## src/rtl/dsb_pkg.sv

```systemverilog
package dsb_pkg;
   typedef enum logic [1:0] {
      SCH_IDLE,
      SCH_WRITE,
      SCH_READ
   } sch_state_e;

   typedef enum logic {
      DIR_WR = 1'b0,
      DIR_RD = 1'b1
   } dir_e;
endpackage

```

## src/rtl/dsb_fifo.sv

```systemverilog
module dsb_fifo #(
   parameter int W     = 64,
   parameter int DEPTH = 16,
   localparam int CW   = $clog2(DEPTH + 1)
) (
   input  logic          clk,
   input  logic          rst_n,
   input  logic          push,
   input  logic [W-1:0]  din,
   input  logic          pop,
   output logic [W-1:0]  dout,
   output logic [CW-1:0] count
);
   localparam int AW = $clog2(DEPTH);

   generate
      if ((DEPTH < 2) || ((DEPTH & (DEPTH - 1)) != 0)) begin : g_bad_depth
         $error("dsb_fifo: DEPTH must be a power of two >= 2");
      end
   endgenerate

   logic [W-1:0]  store [DEPTH];
   logic [AW-1:0] wptr, rptr;

   always_ff @(posedge clk) begin
      if (push) store[wptr] <= din;
   end

   always_ff @(posedge clk) begin
      if (!rst_n) begin
         wptr  <= '0;
         rptr  <= '0;
         count <= '0;
      end else begin
         if (push) wptr <= wptr + 1'b1;
         if (pop)  rptr <= rptr + 1'b1;
         count <= count + CW'(push) - CW'(pop);
      end
   end

   assign dout = store[rptr];

   a_r2_pop_nonempty: assert property (@(posedge clk) disable iff (!rst_n)
      pop |-> (count != '0));
   a_r9_push_room: assert property (@(posedge clk) disable iff (!rst_n)
      push |-> (count != CW'(DEPTH)));
endmodule

```

## src/rtl/dsb_pack.sv

```systemverilog
module dsb_pack #(
   parameter int SAMPLE_W = 16,
   parameter int WORD_W   = 64,
   localparam int LANES   = WORD_W / SAMPLE_W,
   localparam int LW      = $clog2(LANES)
) (
   input  logic                clk,
   input  logic                rst_n,
   input  logic                in_valid,
   input  logic [SAMPLE_W-1:0] in_data,
   output logic                word_valid,
   output logic [WORD_W-1:0]   word
);
   logic [LW-1:0] lane;

   always_ff @(posedge clk) begin
      if (!rst_n)        lane <= '0;
      else if (in_valid) lane <= lane + 1'b1;
   end

   genvar g;
   generate
      for (g = 0; g < LANES - 1; g++) begin : g_lane
         logic [SAMPLE_W-1:0] held;
         always_ff @(posedge clk) begin
            if (in_valid && (lane == LW'(g))) held <= in_data;
         end
         assign word[g*SAMPLE_W +: SAMPLE_W] = held;
      end
   endgenerate

   assign word[(LANES-1)*SAMPLE_W +: SAMPLE_W] = in_data;
   assign word_valid = in_valid && (lane == LW'(LANES - 1));

   a_r3_lane_restart: assert property (@(posedge clk) disable iff (!rst_n)
      word_valid |=> (lane == '0));
endmodule

```

## src/rtl/dsb_unpack.sv

```systemverilog
module dsb_unpack #(
   parameter int SAMPLE_W = 16,
   parameter int WORD_W   = 64,
   localparam int LANES   = WORD_W / SAMPLE_W,
   localparam int LW      = $clog2(LANES)
) (
   input  logic                clk,
   input  logic                rst_n,
   input  logic                word_avail,
   input  logic [WORD_W-1:0]   word_in,
   output logic                word_pop,
   output logic                out_valid,
   output logic [SAMPLE_W-1:0] out_data,
   input  logic                out_ready
);
   logic              busy;
   logic [LW-1:0]     lane;
   logic [WORD_W-1:0] word_q;
   logic              take, done;

   assign take     = busy && out_ready;
   assign done     = take && (lane == LW'(LANES - 1));
   assign word_pop = word_avail && (!busy || done);

   always_ff @(posedge clk) begin
      if (!rst_n) begin
         busy <= 1'b0;
         lane <= '0;
      end else if (word_pop) begin
         busy <= 1'b1;
         lane <= '0;
      end else if (done) begin
         busy <= 1'b0;
         lane <= '0;
      end else if (take) begin
         lane <= lane + 1'b1;
      end
   end

   always_ff @(posedge clk) begin
      if (word_pop) word_q <= word_in;
   end

   assign out_valid = busy;
   assign out_data  = word_q[int'(lane)*SAMPLE_W +: SAMPLE_W];

   a_r2_hold_output: assert property (@(posedge clk) disable iff (!rst_n)
      (out_valid && !out_ready) |=> (out_valid && $stable(out_data)));
endmodule

```

## src/rtl/dsb_sched.sv

```systemverilog
module dsb_sched
   import dsb_pkg::*;
#(
   parameter int WORD_W     = 64,
   parameter int BURST      = 8,
   parameter int MEM_DEPTH  = 64,
   parameter int WBUF_DEPTH = 16,
   parameter int RBUF_DEPTH = 16,
   localparam int AW        = $clog2(MEM_DEPTH),
   localparam int WCW       = $clog2(WBUF_DEPTH + 1),
   localparam int RCW       = $clog2(RBUF_DEPTH + 1)
) (
   input  logic              clk,
   input  logic              rst_n,
   input  logic [WCW-1:0]    wbuf_count,
   input  logic [WORD_W-1:0] wbuf_head,
   output logic              wbuf_pop,
   input  logic [RCW-1:0]    rbuf_count,
   output logic              mem_cmd_valid,
   output logic              mem_cmd_write,
   output logic [AW-1:0]     mem_cmd_addr,
   output logic [WORD_W-1:0] mem_cmd_wdata,
   input  logic              mem_ready,
   input  logic              mem_rvalid,
   output logic              mem_full,
   output logic              mem_empty
);
   localparam int SCW = $clog2(MEM_DEPTH + 1);
   localparam int BCW = $clog2(BURST);
   localparam int OCW = $clog2(RBUF_DEPTH + 1);

   sch_state_e     state;
   dir_e           last_dir;
   logic [BCW-1:0] beat;
   logic [AW-1:0]  waddr, raddr;
   logic [SCW-1:0] stored;
   logic [OCW-1:0] inflight;
   logic           wr_ok, rd_ok, wr_urgent, pick_wr, issue, last_beat;
   logic           wr_issue, rd_issue;

   assign wr_ok     = (int'(wbuf_count) >= BURST) && (int'(stored) <= MEM_DEPTH - BURST);
   assign rd_ok     = (int'(stored) >= BURST) &&
                      (int'(rbuf_count) + int'(inflight) + BURST <= RBUF_DEPTH);
   assign wr_urgent = int'(wbuf_count) > (WBUF_DEPTH / 2);
   assign pick_wr   = wr_ok && (!rd_ok || wr_urgent || (last_dir == DIR_WR));
   assign last_beat = (beat == BCW'(BURST - 1));

   assign issue    = (state != SCH_IDLE) && mem_ready;
   assign wr_issue = issue && (state == SCH_WRITE);
   assign rd_issue = issue && (state == SCH_READ);

   assign mem_cmd_valid = issue;
   assign mem_cmd_write = (state == SCH_WRITE);
   assign mem_cmd_addr  = (state == SCH_WRITE) ? waddr : raddr;
   assign mem_cmd_wdata = wbuf_head;
   assign wbuf_pop      = wr_issue;

   assign mem_full  = (stored == SCW'(MEM_DEPTH));
   assign mem_empty = (stored == '0);

   always_ff @(posedge clk) begin
      if (!rst_n) begin
         state    <= SCH_IDLE;
         last_dir <= DIR_WR;
         beat     <= '0;
      end else begin
         case (state)
            SCH_IDLE: begin
               beat <= '0;
               if (pick_wr) begin
                  state    <= SCH_WRITE;
                  last_dir <= DIR_WR;
               end else if (rd_ok) begin
                  state    <= SCH_READ;
                  last_dir <= DIR_RD;
               end
            end
            default: begin
               if (mem_ready) begin
                  beat <= beat + 1'b1;
                  if (last_beat) state <= SCH_IDLE;
               end
            end
         endcase
      end
   end

   always_ff @(posedge clk) begin
      if (!rst_n) begin
         waddr    <= '0;
         raddr    <= '0;
         stored   <= '0;
         inflight <= '0;
      end else begin
         if (wr_issue) waddr <= waddr + 1'b1;
         if (rd_issue) raddr <= raddr + 1'b1;
         stored   <= stored + SCW'(wr_issue) - SCW'(rd_issue);
         inflight <= inflight + OCW'(rd_issue) - OCW'(mem_rvalid);
      end
   end

   a_r6_cmd_needs_ready: assert property (@(posedge clk) disable iff (!rst_n)
      mem_cmd_valid |-> mem_ready);
   a_r6_ptr_frozen: assert property (@(posedge clk) disable iff (!rst_n)
      !mem_ready |=> ($stable(waddr) && $stable(raddr)));
   a_r8_no_write_full: assert property (@(posedge clk) disable iff (!rst_n)
      (mem_cmd_valid && mem_cmd_write) |-> !mem_full);
   a_r7_read_room: assert property (@(posedge clk) disable iff (!rst_n)
      (int'(rbuf_count) + int'(inflight)) <= RBUF_DEPTH);
   a_r5_write_has_data: assert property (@(posedge clk) disable iff (!rst_n)
      wbuf_pop |-> (wbuf_count != '0));
endmodule

```

## src/rtl/dram_stream_buf.sv

```systemverilog
module dram_stream_buf #(
   parameter int SAMPLE_W   = 16,
   parameter int WORD_W     = 64,
   parameter int BURST      = 8,
   parameter int MEM_DEPTH  = 64,
   parameter int WBUF_DEPTH = 16,
   parameter int RBUF_DEPTH = 16,
   localparam int AW        = $clog2(MEM_DEPTH)
) (
   input  logic                clk,
   input  logic                rst_n,
   input  logic                in_valid,
   input  logic [SAMPLE_W-1:0] in_data,
   output logic                out_valid,
   output logic [SAMPLE_W-1:0] out_data,
   input  logic                out_ready,
   output logic                mem_cmd_valid,
   output logic                mem_cmd_write,
   output logic [AW-1:0]       mem_cmd_addr,
   output logic [WORD_W-1:0]   mem_cmd_wdata,
   input  logic                mem_ready,
   input  logic                mem_rvalid,
   input  logic [WORD_W-1:0]   mem_rdata,
   output logic                mem_full,
   output logic                mem_empty,
   output logic                overflow
);
   localparam int LANES = WORD_W / SAMPLE_W;
   localparam int WCW   = $clog2(WBUF_DEPTH + 1);
   localparam int RCW   = $clog2(RBUF_DEPTH + 1);

   generate
      if ((WORD_W % SAMPLE_W) != 0 || LANES < 2 || (LANES & (LANES - 1)) != 0) begin : g_bad_lanes
         $error("dram_stream_buf: WORD_W must hold a power-of-two count of samples");
      end
      if (BURST < 2 || (BURST & (BURST - 1)) != 0) begin : g_bad_burst
         $error("dram_stream_buf: BURST must be a power of two >= 2");
      end
      if ((MEM_DEPTH & (MEM_DEPTH - 1)) != 0 || MEM_DEPTH < 2 * BURST) begin : g_bad_mem
         $error("dram_stream_buf: MEM_DEPTH must be a power of two of at least two bursts");
      end
      if (WBUF_DEPTH < BURST || RBUF_DEPTH < BURST) begin : g_bad_buf
         $error("dram_stream_buf: local queues must hold at least one burst");
      end
   endgenerate

   logic              pk_valid;
   logic [WORD_W-1:0] pk_word;
   logic [WCW-1:0]    wq_count;
   logic [WORD_W-1:0] wq_head;
   logic              wq_pop, wq_push, wq_full;
   logic [RCW-1:0]    rq_count;
   logic [WORD_W-1:0] rq_head;
   logic              rq_pop;

   dsb_pack #(.SAMPLE_W(SAMPLE_W), .WORD_W(WORD_W)) u_pack (
      .clk(clk), .rst_n(rst_n), .in_valid(in_valid), .in_data(in_data),
      .word_valid(pk_valid), .word(pk_word));

   assign wq_full = (wq_count == WCW'(WBUF_DEPTH));
   assign wq_push = pk_valid && !wq_full;

   dsb_fifo #(.W(WORD_W), .DEPTH(WBUF_DEPTH)) u_wq (
      .clk(clk), .rst_n(rst_n), .push(wq_push), .din(pk_word),
      .pop(wq_pop), .dout(wq_head), .count(wq_count));

   dsb_sched #(.WORD_W(WORD_W), .BURST(BURST), .MEM_DEPTH(MEM_DEPTH),
               .WBUF_DEPTH(WBUF_DEPTH), .RBUF_DEPTH(RBUF_DEPTH)) u_sched (
      .clk(clk), .rst_n(rst_n), .wbuf_count(wq_count), .wbuf_head(wq_head),
      .wbuf_pop(wq_pop), .rbuf_count(rq_count), .mem_cmd_valid(mem_cmd_valid),
      .mem_cmd_write(mem_cmd_write), .mem_cmd_addr(mem_cmd_addr),
      .mem_cmd_wdata(mem_cmd_wdata), .mem_ready(mem_ready),
      .mem_rvalid(mem_rvalid), .mem_full(mem_full), .mem_empty(mem_empty));

   dsb_fifo #(.W(WORD_W), .DEPTH(RBUF_DEPTH)) u_rq (
      .clk(clk), .rst_n(rst_n), .push(mem_rvalid), .din(mem_rdata),
      .pop(rq_pop), .dout(rq_head), .count(rq_count));

   dsb_unpack #(.SAMPLE_W(SAMPLE_W), .WORD_W(WORD_W)) u_unpack (
      .clk(clk), .rst_n(rst_n), .word_avail(rq_count != '0), .word_in(rq_head),
      .word_pop(rq_pop), .out_valid(out_valid), .out_data(out_data),
      .out_ready(out_ready));

   always_ff @(posedge clk) begin
      if (!rst_n)                   overflow <= 1'b0;
      else if (in_valid && wq_full) overflow <= 1'b1;
   end

   a_r9_overflow_sticky: assert property (@(posedge clk) disable iff (!rst_n)
      overflow |=> overflow);
   a_r9_overflow_cause: assert property (@(posedge clk) disable iff (!rst_n)
      $rose(overflow) |-> $past(in_valid));
endmodule

```

## config.mk

```make
export PLATFORM = sky130hd
export DESIGN_NAME = dram_stream_buf
export DESIGN_NICKNAME = d
export VERILOG_FILES = /design/src/rtl/dsb_pkg.sv /design/src/rtl/dsb_fifo.sv /design/src/rtl/dsb_pack.sv /design/src/rtl/dsb_unpack.sv /design/src/rtl/dsb_sched.sv /design/src/rtl/dram_stream_buf.sv
export SDC_FILE = /design/constraint.sdc
export NUM_CORES = 2
export LEC_CHECK = 0
export BUFFER_PORTS_ARGS = -buffer_cell sky130_fd_sc_hd__clkbuf_2
export CORE_ASPECT_RATIO = 0.5
export CORE_UTILIZATION = 60
export CTS_CLUSTER_DIAMETER = 80
export DETAILED_ROUTE_END_ITERATION = 12
export HOLD_SLACK_MARGIN = 0.02
export PLACE_DENSITY = 0.78
export SLEW_MARGIN = 30
export SYNTH_ARGS = -nofsm -noshare
export SYNTH_HDL_FRONTEND = slang
export SYNTH_HIERARCHICAL = 1
export SYNTH_SLANG_ARGS = --single-unit
```

## constraint.sdc

```tcl
create_clock -name clk -period 13.3 [get_ports clk]
set_input_delay 1.33 -clock clk [delete_from_list [all_inputs] [get_ports clk]]
set_output_delay 1.33 -clock clk [all_outputs]
set_load 0.1 [all_outputs]
```

---- Word-level counts from Yosys, hierarchy flattened ----
Memories as Yosys holds them, arrays and structs flattened. A register that Yosys moved wholly into a read port is not among the register bits.
Index checks and enable logic that the tools add are counted.
W data, S select, Z words.
cells by class
  add/subtract/negate cells ............... 19
  magnitude comparators ................... 5
  eq/ne operators ......................... 10
  shift-type cells ........................ 1
  mux-type cells .......................... 16
  bitwise logic cells ..................... 2
  reduce and logical (&&, ||, !) cells .... 34
operators by type and width
  kind                     count
  $shiftx A64 B7 Y16       1
  $add A32 B5 Y32 const B  1
  $le A32 B6 Y1 const B    1
  $add A4 B1 Y4 const B    4
  $add A5 B1 Y5            3
  $logic_and A1 B1 Y1      15
  $sub A5 B1 Y5            3
  $add A6 B1 Y6 const B    2
  $mux W2                  5
  $reduce_bool A2 Y1       5
  $eq A2 B2 Y1 const B     4
  $mux W1                  8
  $mux W4                  2
  $add A7 B1 Y7            1
  $eq A7 B7 Y1 const B     1
  $ge A7 B4 Y1 const B     1
  $le A7 B6 Y1 const B     1
  $logic_not A7 Y1         1
  $sub A7 B1 Y7            1
  $add A5 B5 Y6            1
  $mux W6                  1
  $eq A5 B5 Y1 const B     1
  $ge A5 B4 Y1 const B     1
  $gt A5 B4 Y1 const B     1
  other kinds (14)         22
storage, ports and cells
  bits in registers ....................... 110
  bits in writable memories ............... 2048
  bits of input ports ..................... 86
  output and inout port bits .............. 92
  word-level logic and storage cells ...... 109
  memories kept ........................... 2
memories
  memory      words  bits a word  read ports  clocked after memory_dff  wr ports  RTL line        RTL
  u_rq.store  16     64           1           1                         1         dsb_fifo.sv:22  logic [W-1:0] store [DEPTH];
  u_wq.store  16     64           1           1                         1         dsb_fifo.sv:22

---- Longest topological paths before layout ----
  word-level depth ........................ 10
  depth in mapped cells ................... 12
  mapped depth without buffers ............ 11

---- By module ----
Netlist, hierarchy kept.
by module, submodules not included
  module            times used  cells an instance  area an instance (sq um)  seq. area each (sq um)
  dsb_fifo at u_rq  1           1653               39085.0                   31089.8
  dsb_fifo at u_wq  1           1653               39080.0                   31089.8
  dsb_sched         1           297                2563.7                    600.6
  dsb_unpack        1           100                2523.7                    1981.9
  dsb_pack          1           80                 1720.4                    1481.4
  dram_stream_buf   1           10                 71.3                      20.0

---- Worst setup path after synthesis ----
No wires, ideal clock.
  path kind ............................... input to register
  start ................................... input out_ready
  end ..................................... register u_rq.count[4]
  setup time .............................. 0.115 ns
  arrival ................................. 6.133 ns
  required time ........................... 13.185 ns
  path slack .............................. 7.052 ns
  stages on the path ...................... 10
  buffers on the path ..................... 0
  cells stage by stage .................... a21boi_0 > nor2b_1 > ha_1 > inv_1 > ha_1 > fa_1 > a21o_1 > a21oi_1 > xnor2_1 > and2_1
between the ends
  longest elaborated chain between the ends .. 5
RTL lines
  what                  RTL line               RTL
  start, declared       dram_stream_buf.sv:16  input logic out_ready,
  $logic_and A1 B1 Y1   dsb_unpack.sv:21       assign take = busy && out_ready;
  $logic_and A1 B1 Y1   dsb_unpack.sv:22       assign done = take && (lane == LW'(LANES - 1));
  $logic_or A1 B1 Y1    dsb_unpack.sv:23       assign word_pop = word_avail && (!busy || done);
  $logic_and A1 B1 Y1   dsb_unpack.sv:23
  net rq_pop            dram_stream_buf.sv:54  logic rq_pop;
  $sub A5 B1 Y5         dsb_fifo.sv:37         count <= count + CW'(push) - CW'(pop);
  end signal, assigned  dsb_fifo.sv:37
  end, declared         dsb_fifo.sv:12         output logic [CW-1:0] count
The timed path passes the listed nets, and every way through them passes these cells.
A chain may end at the register's enable or synchronous reset.

==> flow_metrics.tcl <==
set metrics [dict create \
    status "finished, final reports clean" \
    synth_xor_area_share_pct 0.360 \
    drive_gt1_share_pct 25.8 \
    top_layer "met5" \
    synth_area_um2 85000 \
    tns_ps 0 \
    first_global_vias 41483 \
    drt_iter0_drc 5103 \
    port_buffers 177 \
    final-max-slew-violation-count 0 \
    grt_pass1_wl_um 284000 \
    finalCritPeriodShare_pct 45.1 \
    synth_warnings 6 \
    antenna_found_initial 15 \
    cts_resized 0 \
    start_util_pct 60.6 \
    reg2reg_from "u_pack/lane[0]$_SDFFE_PN0P_" \
    synth-compound-area-share_pct 2.68 \
    yosys.area_share.simple_pct 1.78 \
    dieArea_um2 143000 \
    synth_seq_area_share_pct 77.9 \
    reg2reg_to "u_wq/store[3][45]$_DFFE_PP_" \
    r2r_slack_ps 9630 \
    route.detailed.wl_per_inst_um 33.3 \
    cts_tree "done" \
    postCtsHoldBufs 0 \
    dp_slack_ps 7900 \
    yosys.area_share.adder_pct 0.986 \
    synth_area_per_cell_um2 22.4 \
    synthFlopType "edfxtp_1" \
    core-area_um2 140000 \
    grt_max_degree 111 \
    syn_nets 3943 \
    row_count 97 \
    maxCapViolCount 0 \
    end_kind "primary output" \
    tightestPinTransition_ps 1030 \
    period_needed_ps 5990 \
    drc 0 \
    numCtsBuffers 187 \
    clockPowerShare_pct 32.4 \
    hold_start "overflow$_SDFFE_PN0P_" \
    final_cell_mix "2160 x edfxtp_1, 520 x mux4_2, 256 x a22oi_1, 189 x clkbuf_16, 177 x clkbuf_2" \
    async_flop_share_pct 0 \
    cts_root_buf "clkbuf_16" \
    wl_met1_um 70500 \
    p_leak_nw 29.1 \
    hold_path_depth 1 \
    switching_share_pct 26.4 \
    layout.cells.non_filler 5990 \
    gp_congestion 0.760 \
    hold_viol_final 0 \
    met3_length_um 21800 \
    routed_wl_um 199000 \
    hold_path.class "register to register" \
    firstDrtPassIters 7 \
    htree_levels 4 \
    slew_headroom_pct 31.2 \
    rsz0062_at_grt "no" \
    synth_cells 3793 \
    io_pins 178 \
    synth_seq_cells 2230 \
    r2r_cells 7 \
    irDropWorstVdd_v 0.000153 \
    cts_setup_buffers 0 \
    routed-via-count 40771 \
    worst-setup-path-type "register to primary output" \
    holdPathEnd "overflow$_SDFFE_PN0P_" \
    intPower_mw 12.0 \
    crit_arrival_ps 4660 \
    synth_edf_count 2160 \
    clockBufferDepth 4 \
    area_growth_pct 9.62 \
    final_nets 4110 \
    crit_fanout 73 \
    dpl.cell_count 5650 \
    antenna_left 0 \
    die_y_um 268 \
    ys_types 63 \
    synth.area.mux_share_pct 14.2 \
    synth_top_family_by_area "multiplexers" \
    vias_per_cell 6.81 \
    seqPwrFrac_pct 49.9 \
    path_clk_slew_ps 70 \
    clock_sinks 2230 \
    chipWidth_um 534 \
    pwr-share-comb_pct 17.7 \
    cp-start-kind "register" \
    powerDensity_nw_per_um2 175 \
    grt_use_total_pct 27.9 \
    total_power_mw 16.3 \
    clock_latency_ps 850 \
    wl_met2_um 101000 \
    crit_required_ps 11970 \
    dp_hpwl_um 96300 \
    mostFrequentLayoutCell "edfxtp_1" \
    fin_skew_ps 49.8 \
    p_switching_mw 4.31 \
    post-route-worst-setup-slack_ps 7310 \
    fmax_mhz 167 \
    grt-ovfl-total 0 \
    final-setup-viol-count 0 \
]
==> Yosys cell counts (5+ instances only) <==
library cell	number	area [um^2]
a21o_1	7	52.6
buf_4	104	781
mux2_2	7	78.8
mux2i_1	8	80.1
buf_1	17	63.8
xnor2_1	19	166
nor3_1	5	25.0
clkbuf_1	91	342
nor2_1	31	116
nand4_1	8	50.1
nor2b_1	17	106
mux4_1	8	210
edfxtp_1	2160	64900
dfxtp_1	70	1400
nand3_1	5	25.0
a21oi_1	11	55.1
ha_1	59	738
and2_1	61	382
a22oi_1	256	1920
buf_6	21	236
inv_1	46	173
nand2_1	148	556
and3_1	5	31.3
mux4_2	520	11700
fa_1	5	100
xor2_1	16	140
buf_2	28	140
==> final cells by class <==
cell class	instances	area, um^2
Antenna cell	9	22.5
Clock buffer	234	4900
Clock inverter	95	779
Fill cell	8477	47100
Inverter	47	176
Multi-Input combinational cell	1254	17200
Sequential cell	2230	66300
Tap cell	1881	2350
Timing Repair Buffer	240	1550
==> power groups by stage <==
stage,Clock (mW),Combinational [mW],Sequential [mW]
final,5.29,2.89,8.15
after global routing,5.61,3.07,8.16
after CTS,5.36,2.88,8.17
after detailed placement,0,2.83,8.31
after global placement,0,2.76,8.30
after floorplan,0,2.40,8.18
==> metal layers <==
layer / track usage [%] / vias up
li1: - / 16127
met1: 36.4 / 21469
met2: 46.9 / 2761
met3: 6.77 / 406
met4: 9.36 / 8
met5: 0 / -
==> worst max-delay path, stage by stage, from the launching register on <==
cell	delay, ps
dfxtp_4	900
buf_4	630
buf_12	320
buf_6	650
mux4_2	440
a22oi_1	210
nand2_1	170
clkbuf_2	410
==> registers in the layout (all words and copies together) (netlist names), 3 cells and up, named ones only <==
register,flops
u_wq/rptr,4
u_unpack/word_q,64
u_sched/stored,7
u_sched/waddr,6
u_wq/wptr,4
u_rq/store,1024
u_rq/count,5
u_sched/raddr,6
u_sched/inflight,5
u_wq/count,5
u_wq/store,1024
u_pack/g_lane.held,48
u_rq/rptr,4
u_rq/wptr,4
u_sched/beat,3
==> how the worst max path moves through the flow <==
| stage | cells after the start | slack, ps | end |
|---|---|---|---|
| 6_report | 7 | 7310 | mem_cmd_wdata[28] |
| 5_1_grt | 7 | 7140 | mem_cmd_wdata[27] |
| 4_1_cts | 7 | 7030 | mem_cmd_wdata[27] |
| 3_5_place_dp | 7 | 7900 | mem_cmd_wdata[27] |
| 3_3_place_gp | 6 | 7870 | mem_cmd_wdata[63] |
| 2_1_floorplan | 10 | 7050 | u_rq/count[4]$_SDFF_PN0_ |
==> cell families after synthesis <==
family	Yosys count
fa+ha+maj	64
xor+xnor	35
buf+inv	309
mux	543
simple gates	307
compound gates	305
flops	2230
==> metrics by stage <==
stage	util [%]	cell area, um^2	hold slack, ps
global placement	62.2	87300	478
detailed placement	62.3	87500	507
floorplan	-	85000	459
finish	66.4	93200	513
global route	66.4	93200	537
CTS	66.4	93100	518
No activity file was read; power rests on OpenSTA's default activity.
